--- src/rtl/ivt_pkg.sv ---
package ivt_pkg;

   localparam int BYTE_W = 8;
   localparam int CNT_W  = 2 * BYTE_W;
   localparam int ADDR_W = 2;
   localparam int MODE_W = 3;

   typedef enum logic [1:0] {
      ACC_LATCH = 2'd0,
      ACC_LO    = 2'd1,
      ACC_HI    = 2'd2,
      ACC_LOHI  = 2'd3
   } acc_e;

   // bit order matters: status byte reuses these six bits verbatim
   typedef struct packed {
      acc_e              acc;
      logic [MODE_W-1:0] mode;
      logic              bcd;
   } ctrl_t;

   localparam ctrl_t CTRL_RST = '{acc: ACC_LO, mode: 3'd0, bcd: 1'b0};

   // codes 6 and 7 alias modes 2 and 3
   function automatic logic [MODE_W-1:0] norm_mode(input logic [MODE_W-1:0] m);
      return (m[2:1] == 2'b11) ? {1'b0, m[1:0]} : m;
   endfunction

   function automatic logic [BYTE_W-1:0] status_byte(input ctrl_t c,
                                                     input logic nul,
                                                     input logic lvl);
      return {lvl, nul, c};
   endfunction

endpackage

--- src/rtl/ivt_cmd_decode.sv ---
module ivt_cmd_decode
   import ivt_pkg::*;
#(
   parameter int NUM_CH = 3
) (
   input  logic              host_sel,
   input  logic              host_we,
   input  logic [ADDR_W-1:0] host_addr,
   input  logic [BYTE_W-1:0] host_wdata,
   output logic [NUM_CH-1:0] cfg_wr,
   output logic [NUM_CH-1:0] cnt_latch,
   output logic [NUM_CH-1:0] sts_latch,
   output logic [NUM_CH-1:0] dat_wr,
   output logic [NUM_CH-1:0] dat_rd,
   output logic              ctl_rd
);

   localparam logic [ADDR_W-1:0] CTL_ADDR = '1;
   localparam logic [1:0]        RB_SEL   = 2'b11;

   logic       ctl_wr;
   logic [1:0] sel_f;
   logic [1:0] acc_f;
   logic       is_rb;

   assign ctl_wr = host_sel && host_we && (host_addr == CTL_ADDR);
   assign ctl_rd = host_sel && !host_we && (host_addr == CTL_ADDR);
   assign sel_f  = host_wdata[7:6];
   assign acc_f  = host_wdata[5:4];
   assign is_rb  = ctl_wr && (sel_f == RB_SEL);

   for (genvar ch = 0; ch < NUM_CH; ch++) begin : g_ch
      logic hit_ctl;
      logic rb_pick;
      assign hit_ctl       = ctl_wr && (sel_f == 2'(ch));
      assign rb_pick       = is_rb && host_wdata[ch+1];
      assign dat_wr[ch]    = host_sel && host_we  && (host_addr == ADDR_W'(ch));
      assign dat_rd[ch]    = host_sel && !host_we && (host_addr == ADDR_W'(ch));
      assign cfg_wr[ch]    = hit_ctl && (acc_f != 2'd0);
      assign cnt_latch[ch] = (hit_ctl && (acc_f == 2'd0)) || (rb_pick && host_wdata[5]);
      assign sts_latch[ch] = rb_pick && host_wdata[4];
   end

endmodule

--- src/rtl/ivt_chan.sv ---
module ivt_chan
   import ivt_pkg::*;
(
   input  logic              clk,
   input  logic              rst_n,
   input  logic              cfg_wr,
   input  logic              cnt_latch,
   input  logic              sts_latch,
   input  logic              dat_wr,
   input  logic              dat_rd,
   input  logic [BYTE_W-1:0] wbyte,
   input  logic [CNT_W-1:0]  live_cnt,
   input  logic              live_out,
   input  logic              live_null,
   output ctrl_t             ctrl_o,
   output logic [CNT_W-1:0]  reload_o,
   output logic              load_o,
   output logic              setup_o,
   output logic [BYTE_W-1:0] rd_byte
);

   ctrl_t             ctrl_q;
   logic [CNT_W-1:0]  reload_q;
   logic              lo_pend_q;
   logic [BYTE_W-1:0] lo_q;
   logic              rd_hi_q;
   logic              ol_v_q;
   logic [CNT_W-1:0]  ol_q;
   logic              sl_v_q;
   logic [BYTE_W-1:0] sl_q;
   logic              load_q;
   logic              setup_q;

   logic [CNT_W-1:0]  src;
   logic              rd_hi_nxt;
   logic              ol_release;
   logic              commit;
   logic [CNT_W-1:0]  new_reload;

   assign src = ol_v_q ? ol_q : live_cnt;

   // read byte selection and byte-order bookkeeping
   always_comb begin
      rd_hi_nxt = rd_hi_q;
      rd_byte   = src[BYTE_W-1:0];
      if (sl_v_q) begin
         rd_byte = sl_q;
      end else begin
         unique case (ctrl_q.acc)
            ACC_HI:   rd_byte = src[CNT_W-1:BYTE_W];
            ACC_LOHI: begin
               rd_byte   = rd_hi_q ? src[CNT_W-1:BYTE_W] : src[BYTE_W-1:0];
               rd_hi_nxt = !rd_hi_q;
            end
            default:  rd_byte = src[BYTE_W-1:0];
         endcase
      end
      ol_release = !sl_v_q && !rd_hi_nxt;
   end

   // count assembly
   always_comb begin
      commit     = 1'b0;
      new_reload = reload_q;
      unique case (ctrl_q.acc)
         ACC_LO: begin
            commit     = 1'b1;
            new_reload = {{BYTE_W{1'b0}}, wbyte};
         end
         ACC_HI: begin
            commit     = 1'b1;
            new_reload = {wbyte, {BYTE_W{1'b0}}};
         end
         ACC_LOHI: begin
            commit     = lo_pend_q;
            new_reload = {wbyte, lo_q};
         end
         default: commit = 1'b0;
      endcase
   end

   always_ff @(posedge clk or negedge rst_n) begin
      if (!rst_n) begin
         ctrl_q    <= CTRL_RST;
         reload_q  <= '0;
         lo_pend_q <= 1'b0;
         lo_q      <= '0;
         rd_hi_q   <= 1'b0;
         ol_v_q    <= 1'b0;
         ol_q      <= '0;
         sl_v_q    <= 1'b0;
         sl_q      <= '0;
         load_q    <= 1'b0;
         setup_q   <= 1'b0;
      end else begin
         load_q  <= dat_wr && commit;
         setup_q <= cfg_wr;
         if (cfg_wr) begin
            ctrl_q    <= ctrl_t'(wbyte[5:0]);
            reload_q  <= '0;
            lo_pend_q <= 1'b0;
            rd_hi_q   <= 1'b0;
         end
         if (dat_wr) begin
            if (commit) begin
               reload_q <= new_reload;
            end
            if (ctrl_q.acc == ACC_LOHI) begin
               lo_pend_q <= !lo_pend_q;
               if (!lo_pend_q) begin
                  lo_q <= wbyte;
               end
            end
         end
         if (dat_rd) begin
            if (sl_v_q) begin
               sl_v_q <= 1'b0;
            end else begin
               rd_hi_q <= rd_hi_nxt;
               if (ol_release) begin
                  ol_v_q <= 1'b0;
               end
            end
         end
         if (cnt_latch && !ol_v_q) begin
            ol_v_q <= 1'b1;
            ol_q   <= live_cnt;
         end
         if (sts_latch && !sl_v_q) begin
            sl_v_q <= 1'b1;
            sl_q   <= status_byte(ctrl_q, live_null, live_out);
         end
      end
   end

   assign ctrl_o   = ctrl_q;
   assign reload_o = reload_q;
   assign load_o   = load_q;
   assign setup_o  = setup_q;

endmodule

--- src/rtl/ivt_host_regfile.sv ---
module ivt_host_regfile
   import ivt_pkg::*;
#(
   parameter int NUM_CH  = 3,
   parameter int RD_PIPE = 1
) (
   input  logic                     clk,
   input  logic                     rst_n,
   input  logic                     host_sel,
   input  logic                     host_we,
   input  logic [ADDR_W-1:0]        host_addr,
   input  logic [BYTE_W-1:0]        host_wdata,
   output logic [BYTE_W-1:0]        host_rdata,
   output logic [NUM_CH-1:0]        core_load,
   output logic [NUM_CH-1:0]        core_setup,
   output logic [NUM_CH*MODE_W-1:0] core_mode,
   output logic [NUM_CH-1:0]        core_bcd,
   output logic [NUM_CH*CNT_W-1:0]  core_reload,
   input  logic [NUM_CH*CNT_W-1:0]  core_count,
   input  logic [NUM_CH-1:0]        core_out,
   input  logic [NUM_CH-1:0]        core_null
);

   localparam logic [BYTE_W-1:0] CTL_RD_VAL = '1;

   if (NUM_CH < 1 || NUM_CH > 3) begin : g_bad_ch
      $error("NUM_CH must be 1..3");
   end
   if (RD_PIPE < 0 || RD_PIPE > 1) begin : g_bad_pipe
      $error("RD_PIPE must be 0 or 1");
   end

   logic [NUM_CH-1:0] cfg_wr;
   logic [NUM_CH-1:0] cnt_latch;
   logic [NUM_CH-1:0] sts_latch;
   logic [NUM_CH-1:0] dat_wr;
   logic [NUM_CH-1:0] dat_rd;
   logic              ctl_rd;
   logic [BYTE_W-1:0] ch_byte [NUM_CH];
   logic [BYTE_W-1:0] rd_now;

   ivt_cmd_decode #(.NUM_CH(NUM_CH)) u_dec (
      .host_sel   (host_sel),
      .host_we    (host_we),
      .host_addr  (host_addr),
      .host_wdata (host_wdata),
      .cfg_wr     (cfg_wr),
      .cnt_latch  (cnt_latch),
      .sts_latch  (sts_latch),
      .dat_wr     (dat_wr),
      .dat_rd     (dat_rd),
      .ctl_rd     (ctl_rd)
   );

   for (genvar ch = 0; ch < NUM_CH; ch++) begin : g_ch
      ctrl_t ctrl_w;
      ivt_chan u_chan (
         .clk       (clk),
         .rst_n     (rst_n),
         .cfg_wr    (cfg_wr[ch]),
         .cnt_latch (cnt_latch[ch]),
         .sts_latch (sts_latch[ch]),
         .dat_wr    (dat_wr[ch]),
         .dat_rd    (dat_rd[ch]),
         .wbyte     (host_wdata),
         .live_cnt  (core_count[ch*CNT_W +: CNT_W]),
         .live_out  (core_out[ch]),
         .live_null (core_null[ch]),
         .ctrl_o    (ctrl_w),
         .reload_o  (core_reload[ch*CNT_W +: CNT_W]),
         .load_o    (core_load[ch]),
         .setup_o   (core_setup[ch]),
         .rd_byte   (ch_byte[ch])
      );
      assign core_mode[ch*MODE_W +: MODE_W] = norm_mode(ctrl_w.mode);
      assign core_bcd[ch]                   = ctrl_w.bcd;
   end

   always_comb begin
      rd_now = '0;
      for (int ch = 0; ch < NUM_CH; ch++) begin
         if (dat_rd[ch]) begin
            rd_now = ch_byte[ch];
         end
      end
      if (ctl_rd) begin
         rd_now = CTL_RD_VAL;
      end
   end

   if (RD_PIPE == 1) begin : g_rd_reg
      logic [BYTE_W-1:0] rdata_q;
      always_ff @(posedge clk or negedge rst_n) begin
         if (!rst_n) begin
            rdata_q <= '0;
         end else if (host_sel && !host_we) begin
            rdata_q <= rd_now;
         end
      end
      assign host_rdata = rdata_q;
   end else begin : g_rd_comb
      assign host_rdata = rd_now;
   end

endmodule

--- config.mk ---
export PLATFORM = sky130hd
export DESIGN_NAME = ivt_host_regfile
export DESIGN_NICKNAME = d
export VERILOG_FILES = /design/src/rtl/ivt_pkg.sv /design/src/rtl/ivt_cmd_decode.sv /design/src/rtl/ivt_chan.sv /design/src/rtl/ivt_host_regfile.sv
export SDC_FILE = /design/constraint.sdc
export NUM_CORES = 1
export LEC_CHECK = 0
export ABC_AREA = 1
export ABC_CLOCK_PERIOD_IN_PS = 3100
export BUFFER_PORTS_ARGS = -buffer_cell sky130_fd_sc_hd__buf_2
export CAP_MARGIN = 40
export CORE_UTILIZATION = 60
export DETAILED_ROUTE_END_ITERATION = 10
export PLACE_DENSITY = 0.83
export SKIP_LAST_GASP = 1
export SYNTH_ARGS = -nofsm -noshare
export SYNTH_HDL_FRONTEND = slang
export SYNTH_SLANG_ARGS = --single-unit
--- constraint.sdc ---
create_clock -name clk -period 3.1 [get_ports clk]
set_input_delay 0.93 -clock clk [delete_from_list [all_inputs] [get_ports clk]]
set_output_delay 0.93 -clock clk [all_outputs]
set_load 0.02 [all_outputs]
Word level (Yosys, flattened, before mapping)
Index checks and enable logic that the tools add are counted.

operators by class
  add/sub/neg operators = 0
  $mul = 0
  divide/modulo/power cells = 0
  magnitude comparators = 0
  eq/ne operators = 24
  shifts and indexed selects = 0
  mux-type cells = 76
  bitwise gates (word level) = 3
  reduce and logical (&&, ||, !) cells = 82

operators by type and width
  kind                                                              number
  16-bit 2-to-1 mux                                                 12
  16-bit one-hot mux with 3 select lines                            3
  8-bit 2-to-1 mux                                                  10
  8-bit one-hot mux with 2 select lines                             3
  1-bit 2-to-1 mux                                                  42
  1-bit logical AND                                                 41
  2-bit == test (second input constant)                             13
  2-bit nonzero test                                                10
  3-bit AND reduction                                               6
  1-bit zero test                                                   16
  5-bit != test (second input constant)                             3
  2-bit by 1-bit == test with 1-bit output (second input constant)  5
  3-bit 2-to-1 mux                                                  3
  2-bit zero test                                                   3
  2-bit != test (second input constant)                             3
  1-bit one-hot mux with 2 select lines                             3
  2-bit OR reduction                                                3
  1-bit logical OR                                                  3
  1-bit inverter                                                    3

storage, ports and cells
  register bits after elaboration = 188
  bits in latches = 0
  memory bits (writable) = 0
  memory bits (read-only) = 0
  input bits = 68
  output and inout port bits = 74
  logic and storage cells = 225
  memories kept = 0

Depth between registers and ports, before layout
Gate-level depths: netlist of run 1.

  depth after elaboration = 9
  mapped depth = 11
  gate-level depth less buffers = 11

Hierarchy
A second synthesis of run 1 with hierarchy kept.

unflattened totals
  cells, all modules = 1286
  area, all modules = 9935.8 um2

by module, submodules not included
  module            instances  cells an instance  area an instance (um2)  sequential area each (um2)
  ivt_chan          3          382                3039.2                  1502.7
  ivt_host_regfile  1          95                 601.8                   200.2
  ivt_cmd_decode    1          45                 216.5                   0.0

Least setup slack after synthesis of run 1
Ideal clock, no wire load.

  kind = input to register
  from = input host_sel
  to = register g_ch[1].u_chan.ol_q[10]
  library setup time = 0.117 ns
  arrival = 1.968 ns
  slack = 1.015 ns
  stages on the path = 10
  cells stage by stage = nand2_1 nor2_4 nand2_2 nor2_8 nand3_2 nand2_4 nand2_4 buf_6 nand2_1 nand2_1

on the way
  cells in the longest elaborated chain, start to end = 7
  elaborated cells on any way between the ends = 9

ends and longest elaborated chain
  what                                 RTL line               text
  from (decl)                          ivt_host_regfile.sv:9  input logic host_sel,
  1-bit logical AND (*) (2 in series)  ivt_cmd_decode.sv:26   assign ctl_wr = host_sel && host_we && (host_addr == CTL_ADDR);
  1-bit logical AND                    ivt_cmd_decode.sv:30   assign is_rb = ctl_wr && (sel_f == RB_SEL);
  1-bit logical AND                    ivt_cmd_decode.sv:36   assign rb_pick = is_rb && host_wdata[ch+1];
  1-bit logical AND                    ivt_cmd_decode.sv:40   assign cnt_latch[ch] = (hit_ctl && (acc_f == 2'd0)) || (rb_pick && host_wdata[5]);
  1-bit logical OR (*)                 ivt_cmd_decode.sv:40
  1-bit logical AND (*)                ivt_chan.sv:125        if (cnt_latch && !ol_v_q) begin
  to (signal assigned)                 ivt_chan.sv:127        ol_q <= live_cnt;
  to (decl)                            ivt_chan.sv:28         logic [CNT_W-1:0] ol_q;

Every way passes the cells marked *; elsewhere a longest branch is shown, timed or not.
A chain may end at the register's enable or synchronous reset.

Final worst setup path of run 1
  from = register g_ch[2].u_chan.ctrl_q (netlist bit g_ch[2].u_chan.ctrl_o[4])
  to = register g_ch[2].u_chan.reload_q[12]

on the way
  cells in the longest elaborated chain, start to end = 5
  elaborated cells on any way between the ends = 9

ends and longest elaborated chain
  what                                                                              RTL line         text
  from (decl)                                                                       ivt_chan.sv:22   ctrl_t ctrl_q;
  from (signal assigned)                                                            ivt_chan.sv:99   ctrl_q <= ctrl_t'(wbyte[5:0]);
  2-bit by 1-bit == test with 1-bit output / 2-bit == test (equally long branches)  ivt_chan.sv:65   unique case (ctrl_q.acc)
  2-bit OR reduction (no source line)                                               --
  1-bit one-hot mux with 2 select lines                                             ivt_chan.sv:65
  16-bit 2-to-1 mux                                                                 ivt_chan.sv:105  if (commit) begin
  16-bit 2-to-1 mux                                                                 ivt_chan.sv:104  if (dat_wr) begin
  to (signal assigned)                                                              ivt_chan.sv:106  reload_q <= new_reload;
  to (decl)                                                                         ivt_chan.sv:23   logic [CNT_W-1:0] reload_q;

Parallel ways exist; a longest one is shown, timed or not.

==> results by group, run 1 <==
Layout
  • Sequential cell area: 4710 sq um
  • Area of the multi-input gates: 4050 sq um
  • Area Overhead vs Synth: 14.1%
  • Fillers: 1,264
  • Diode count: 0
  • Post-layout nets: 1,403
  • Finished Cell Area: 10,700 sq um
  • Layout cells sized above 1: 15.7%

Synth
  • Syn avg cell area: 7.71 sq um
  • Post-synth top cells: 506 x nand2_1, 185 x dfrtp_1, 132 x nand3_1
  • Share of Yosys cell area claimed by the top area cell type: 49.3%
  • Synth Cell Area: 9390 sq um
  • Largest cells by area after synthesis: dfrtp_1 49%, nand2_1 20%, nand3_1 7.0%
  • Most area-hungry cell type in the Yosys netlist: dfrtp_1
  • Sequential fraction of the synthesis area: 50.2%
  • Number of enable flip-flop cells after synthesis: 0
  • Yosys warning total: 0
  • Most frequent cell after synthesis: nand2_1
  • Post-Synthesis Cells: 1,218
  • Share of flip-flops with an asynchronous set or reset: 100%
  • Post-synthesis register bit count: 188
  • Post-synth top flop: dfrtp_1
  • Yosys cell types: 31
  • Syn nets: 1,299

CTS
  • Post-CTS Resized: 0
  • H-tree depth: 4
  • Clock buffer count from CTS: 17
  • Clk slew on worst S/H paths: 0.07 ns
  • Post-CTS Hold Fix Bufs: 0
  • CTS tree: built
  • CTS Root Cell: clkbuf_16
  • Clk buf depth: 2
  • Clk sinks: 188
  • Clock Latency Late Sink: 0.44 ns
  • Post-CTS setup buffers: 0

Worst hold path
  • Worst Hold Class: in -> async

Detailed routing
  • DRC viols: 0
  • Drt wl/cell: 15.0 microns
  • DRT iter0 DRCs: 729
  • Post-route ant nets: 0
  • Routed WL: 23,100 microns
  • Pre-antenna DRT Iters: 5
  • Routed vias: 8,289
  • Vias per inst: 5.36

Power and ir drop
  • Pwr dens: 617 nW/um^2
  • Total power: 6.60 mW
  • Clk network pwr share: 34.3%
  • Combinational share of power: 21.4%
  • Switching Power: 2.16 mW
  • Sw frac: 32.7%
  • Leakage: 5.98 nW
  • Seq pwr share: 44.3%
  • Pint: 4.44 mW
  • VDD IR-drop max: 0.485 mV

Die
  • Die Ht: 127 microns
  • Io pins: 142
  • Die Wd: 127 microns
  • Core ar.: 15,300 sq um
  • Starting Density: 61.5%
  • FP Rows: 45
  • Die area: 16,100 sq um

Placement
  • Final Wtd Congestion: 0.889
  • Worst slack at placement: 0.598 ns
  • Detail Placement HPWL: 15,700 microns
  • # port buffers: 141
  • DP Area: 10,100 sq um

STA
  • Tmin final: 2.42 ns
  • Slew Limit Fails: 0
  • Final setup skew: 0.00615 ns
  • Hold Violations, Final: 0
  • RSZ-0062 raised after global routing: no
  • Setup ws final: 0.680 ns
  • Setup TNS: 0 ns
  • Worst-Margin Slew: 0.615 ns
  • Final Setup Violations: 0
  • Slew headroom: 58.8%
  • Crit share post-route: 78.1%
  • Hold_ws: 0.440 ns
  • Peak Freq: 413 MHz

Critical path
  • Startpoint Class: flop
  • Crit. End Element: flop
  • Worst R2R Start: g_ch[2].u_chan.ctrl_o[4]
  • Slowest cell on the critical path: dfstp_2
  • Reg2reg setup slack: 0.68 ns
  • Worst reg2reg path depth: 8
  • Critical path type: reg -> reg
  • Cell mode on critical path: nand2_1
  • CP peak stage delay: 0.56 ns
  • Critical Path Fanout Max: 17
  • Crit path cell chain: ha_1, inv_1, nand2_1, clkinv_1, nand2_1, o21ai_4, nand2_1, o31ai_1
  • Worst reg2reg path endpoint: g_ch[2].u_chan.reload_o[12]
  • WP data arrival: 2.73 ns
  • Buf/Inv on CP: 2
  • Req. time, crit path: 3.41 ns
  • Cell family with most CP delay: flip-flops

Global route
  • Total global-route track usage: 30.0%
  • Largest net degree at the start of global routing: 60
  • Vias in the first global route: 7,629
  • Initial antenna violation count: 0
  • Grt ovf: 0
  • Global-route wire length before repair: 37,700 microns

Outcome
  • Outcome: completed

Job
  • Max-cap viol count: 0
## per-stage QoR
stage | instances | utilization, %
final | 1546 | 70.2
after global routing | 1546 | 70.2
after CTS | 1546 | 70.2
after detailed placement | 1514 | 66.2
after floorplan | 1218 | -
after global placement | 1514 | 66.2
## worst max-delay path by stage
stage | start | to | slack [ns] | depth (start not counted)
2_1_floorplan | host_sel | g_ch[1].u_chan.ol_q[10] | 1.02 | 10
3_3_place_gp | host_sel | g_ch[2].u_chan.reload_o[1] | 0.64 | 9
3_5_place_dp | host_sel | g_ch[2].u_chan.reload_o[2] | 0.60 | 9
4_1_cts | g_ch[2].u_chan.ctrl_o[4] | g_ch[2].u_chan.reload_o[12] | 0.73 | 8
5_1_grt | g_ch[2].u_chan.ctrl_o[4] | g_ch[2].u_chan.reload_o[9] | 0.48 | 8
6_report | g_ch[2].u_chan.ctrl_o[4] | g_ch[2].u_chan.reload_o[12] | 0.68 | 8
## metal layers
metal	GRT usage, %	part of all wire (%)	vias to the layer above
met5	0	0	-
met4	9.38	2.0	0
met3	6.45	6.3	43
met2	48.0	48	313
met1	41.4	44	3860
li1	-	-	4073
## worst register-to-register path, delay by kind of cell, from the launching register on
kind	cells	cell delay, ns
flops	1	0.56
fa+ha+maj	1	0.43
simple gates	3	0.54
compound gates	2	0.24
buf+inv	2	0.53
## power groups by stage
stage | clock network, mW | logic [mW] | registers [mW]
3_3_place_gp | 0 | 1.36 | 2.96
3_5_place_dp | 0 | 1.39 | 2.96
6_report | 2.27 | 1.41 | 2.92
5_1_grt | 2.38 | 1.59 | 2.96
2_1_floorplan | 0 | 1.03 | 2.91
4_1_cts | 2.28 | 1.41 | 2.92
## flip-flops by register name (all words and copies together), names as in the netlist
name                   flops
g_ch.u_chan.setup_o        3
g_ch.u_chan.load_o         3
g_ch.u_chan.ctrl_o        18
g_ch.u_chan.rd_hi_q        3
g_ch.u_chan.ol_v_q         3
g_ch.u_chan.ol_q          48
host_rdata                 8
g_ch.u_chan.lo_pend_q      3
g_ch.u_chan.sl_v_q         3
g_ch.u_chan.lo_q          24
g_ch.u_chan.reload_o      48
g_ch.u_chan.sl_q          24
## layout by cell type (no fill, tap or decap), types with 3 or more instances in the layout
cell type	instances
nand4_4	3
clkinvlp_4	6
nand2_4	6
clkbuf_16	17
clkbuf_8	3
ha_1	13
buf_4	10
o21ai_1	27
clkinv_1	8
inv_2	4
dfrtp_1	185
inv_1	54
o21ai_0	62
a31oi_1	8
o31ai_1	16
a21oi_1	17
nand3_1	132
dfstp_2	3
bufinv_16	3
nand3_2	3
nor2_1	90
nand2_1	506
buf_2	140
## cell type report
type                       instances  share of cell area [%]
tap                              211                    2.47
timing repair buffer             153                    7.72
sequential                       188                    44.0
clock inverter                    10                    1.31
clock buffer                      22                    4.43
inverter                          66                    2.31
multi-input combinational        896                    37.8
## cells by family (layout without fill, tap and decap cells)
kind of cell             count (synthesis)  after routing  share of synthesized area [%]
AO/OA/AOI/OAI                          133            133                           7.89
buffers and inverters                  134            251                           6.72
flip-flops                             188            188                           50.2
AND/OR/NAND/NOR                        750            750                           33.5
adder cells (fa/ha/maj)                 13             13                           1.73
(Power assumes the default switching activity.)
==> inputs of run 2 (changes only) <==
--- a/config.mk
+++ b/config.mk
@@ -6,12 +6,12 @@
 export NUM_CORES = 1
 export LEC_CHECK = 0
 export ABC_AREA = 1
-export ABC_CLOCK_PERIOD_IN_PS = 3100
+export ABC_CLOCK_PERIOD_IN_PS = 2200
 export BUFFER_PORTS_ARGS = -buffer_cell sky130_fd_sc_hd__buf_2
 export CAP_MARGIN = 40
-export CORE_UTILIZATION = 60
+export CORE_UTILIZATION = 52
 export DETAILED_ROUTE_END_ITERATION = 10
-export PLACE_DENSITY = 0.83
+export PLACE_DENSITY = 0.77
 export SKIP_LAST_GASP = 1
 export SYNTH_ARGS = -nofsm -noshare
 export SYNTH_HDL_FRONTEND = slang
==> constraint.sdc (replaced) <==
create_clock -name clk -period 2.2 [get_ports clk]
set_input_delay 0.66 -clock clk [delete_from_list [all_inputs] [get_ports clk]]
set_output_delay 0.66 -clock clk [all_outputs]
set_load 0.02 [all_outputs]
==> run 2 against run 1 <==
Effect of this change: register-to-register slack got worse by 0.46 ns; first-iteration DRC count is 8.2% higher; combinational power up 60%; cell area is 3.1% higher; total power is 43% higher; clock-buffer cell count shrank 3.
==> results by group, run 2 (synthesis results as in run 1) <==
Detailed routing
  • Vias per inst: 5.26
  • Routed vias: 8,397
  • DRT iter0 DRCs: 789
  • Drt wl/cell: 15.0 microns
  • Routed WL: 24,000 microns
  • DRC viols: 0
  • Pre-antenna DRT Iters: 5
  • Post-route ant nets: 0

Die
  • Io pins: 142
  • Die Ht: 136 microns
  • Starting Density: 53.7%
  • Die area: 18,600 sq um
  • FP Rows: 48
  • Core ar.: 17,500 sq um
  • Die Wd: 136 microns

Layout
  • Most common cell after layout, fill and taps aside: nand2_1
  • Most used cells in the layout excluding fill and tap cells: 505 x nand2_1, 185 x dfrtp_1, 140 x buf_2, 132 x nand3_1, 90 x nor2_1
  • Core Util, Final: 63.1%
  • Layout cells sized above 1: 17.9%
  • Post-layout nets: 1,438
  • Area Overhead vs Synth: 17.6%
  • Fillers: 1,509

Global route
  • Total global-route track usage: 27.2%
  • Grt ovf: 0
  • Largest net degree at the start of global routing: 47
  • Global-route wire length before repair: 38,700 microns
  • Vias in the first global route: 7,644
  • Initial antenna violation count: 0

CTS
  • Clk buf depth: 2
  • H-tree depth: 4
  • Post-CTS Hold Fix Bufs: 0
  • CTS tree: built
  • Clk sinks: 188
  • Clk slew on worst S/H paths: 0.07 ns
  • CTS Root Cell: clkbuf_16
  • Clock buffer count from CTS: 17
  • Clock Latency Late Sink: 0.44 ns

STA
  • Hold Violations, Final: 0
  • Worst-Margin Slew: 0.535 ns
  • Final setup skew: 0.00986 ns
  • Tmin final: 1.98 ns
  • Setup TNS: 0 ns
  • RSZ-0062 raised after global routing: no
  • Crit share post-route: 89.9%
  • Slew headroom: 64.4%
  • Slew Limit Fails: 0
  • Peak Freq: 505 MHz
  • Final Setup Violations: 0

Power and ir drop
  • Leakage: 6.17 nW
  • Pwr dens: 856 nW/um^2
  • VDD IR-drop max: 0.591 mV

Critical path
  • Worst R2R Start: g_ch[2].u_chan.ctrl_o[4]
  • Slowest cell on the critical path: dfstp_2
  • Critical path type: reg -> reg
  • Crit. End Element: flop
  • Startpoint Class: flop
  • Crit path cell chain: inv_1, ha_1, a21oi_1, nor2_1, nand2_1, clkinv_1, buf_4, nand3_1, nand2_1, nand2_1, nand2_1
  • Worst reg2reg path endpoint: g_ch[2].u_chan.reload_o[3]
  • Reg2reg setup slack: 0.22 ns
  • Cell mode on critical path: nand2_1
  • Critical Path Fanout Max: 7
  • WP data arrival: 2.30 ns
  • Worst reg2reg path depth: 11
  • CP peak stage delay: 0.57 ns
  • Req. time, crit path: 2.52 ns

Outcome
  • Outcome: completed

Worst hold path
  • Worst Hold Class: in -> async

Placement
  • Final Wtd Congestion: 0.925
  • Detail Placement HPWL: 17,100 microns
  • # port buffers: 141

Job
  • Max-cap viol count: 0
==> run 2: worst max-delay path: cells and delay by family, from the launching register on <==
kind / cells / cell delay, ns
buffers and inverters: 3 / 0.42
DFF: 1 / 0.57
AOI/OAI and AO/OA: 1 / 0.13
adders and majority gates: 1 / 0.29
and+or+nand+nor: 6 / 0.44
==> run 2: metal layers <==
layer	track usage [%]	part of all wire [%]
met4	7.72	1.4
met3	4.47	5.6
met5	0	0
met2	42.2	47
met1	39.1	46
==> run 2: per-stage QoR <==
step	cell area (sq um)	setup slack [ns]	hold slack [ns]	total power [mW]	std cells
after floorplan	9390	0.336	0.364	5.55	1218
after global placement	10400	0.176	0.453	6.27	1563
after detailed placement	10400	0.139	0.458	6.32	1563
after CTS	11000	0.170	0.180	9.47	1594
after global routing	11000	0.00694	0.201	9.94	1594
final	11000	0.222	0.169	9.44	1595
==> run 2: report_power, final <==
group	internal, mW	leakage (nW)	switching [mW]
sequential	3.79	2.53	0.220
combinational	0.715	3.36	1.54
clock	1.82	0.282	1.35
total	6.33	6.17	3.11
==> run 2: worst max path at each step <==
stage	depth (start not counted)	from	endpoint
finish	11	g_ch[2].u_chan.ctrl_o[4]	g_ch[2].u_chan.reload_o[3]
global route	11	g_ch[2].u_chan.ctrl_o[4]	g_ch[2].u_chan.reload_o[2]
CTS	11	g_ch[0].u_chan.ctrl_o[4]	host_rdata[0]
detailed placement	7	host_sel	g_ch[1].u_chan.reload_o[15]
global placement	8	host_sel	g_ch[2].u_chan.lo_q[2]
floorplan	8	g_ch[0].u_chan.ctrl_o[4]	g_ch[0].u_chan.reload_o[0]
==> run 2: final cells by class <==
cell class                      count  area, sq um  area share [%]
Antenna cell                        1         2.50          0.0227
Inverter                           66          248            2.24
Multi-Input combinational cell    896         4050            36.7
Timing Repair Buffer              188         1140            10.3
Sequential cell                   188         4710            42.7
Clock buffer                       19          443            4.01
Clock inverter                     12          164            1.49
Tap cell                          225          282            2.55
==> run 2: timing repair <==
action	in CTS	in global routing
setup buffers	0	0
gates resized for setup	0	1
setup endpoints to repair	0	3
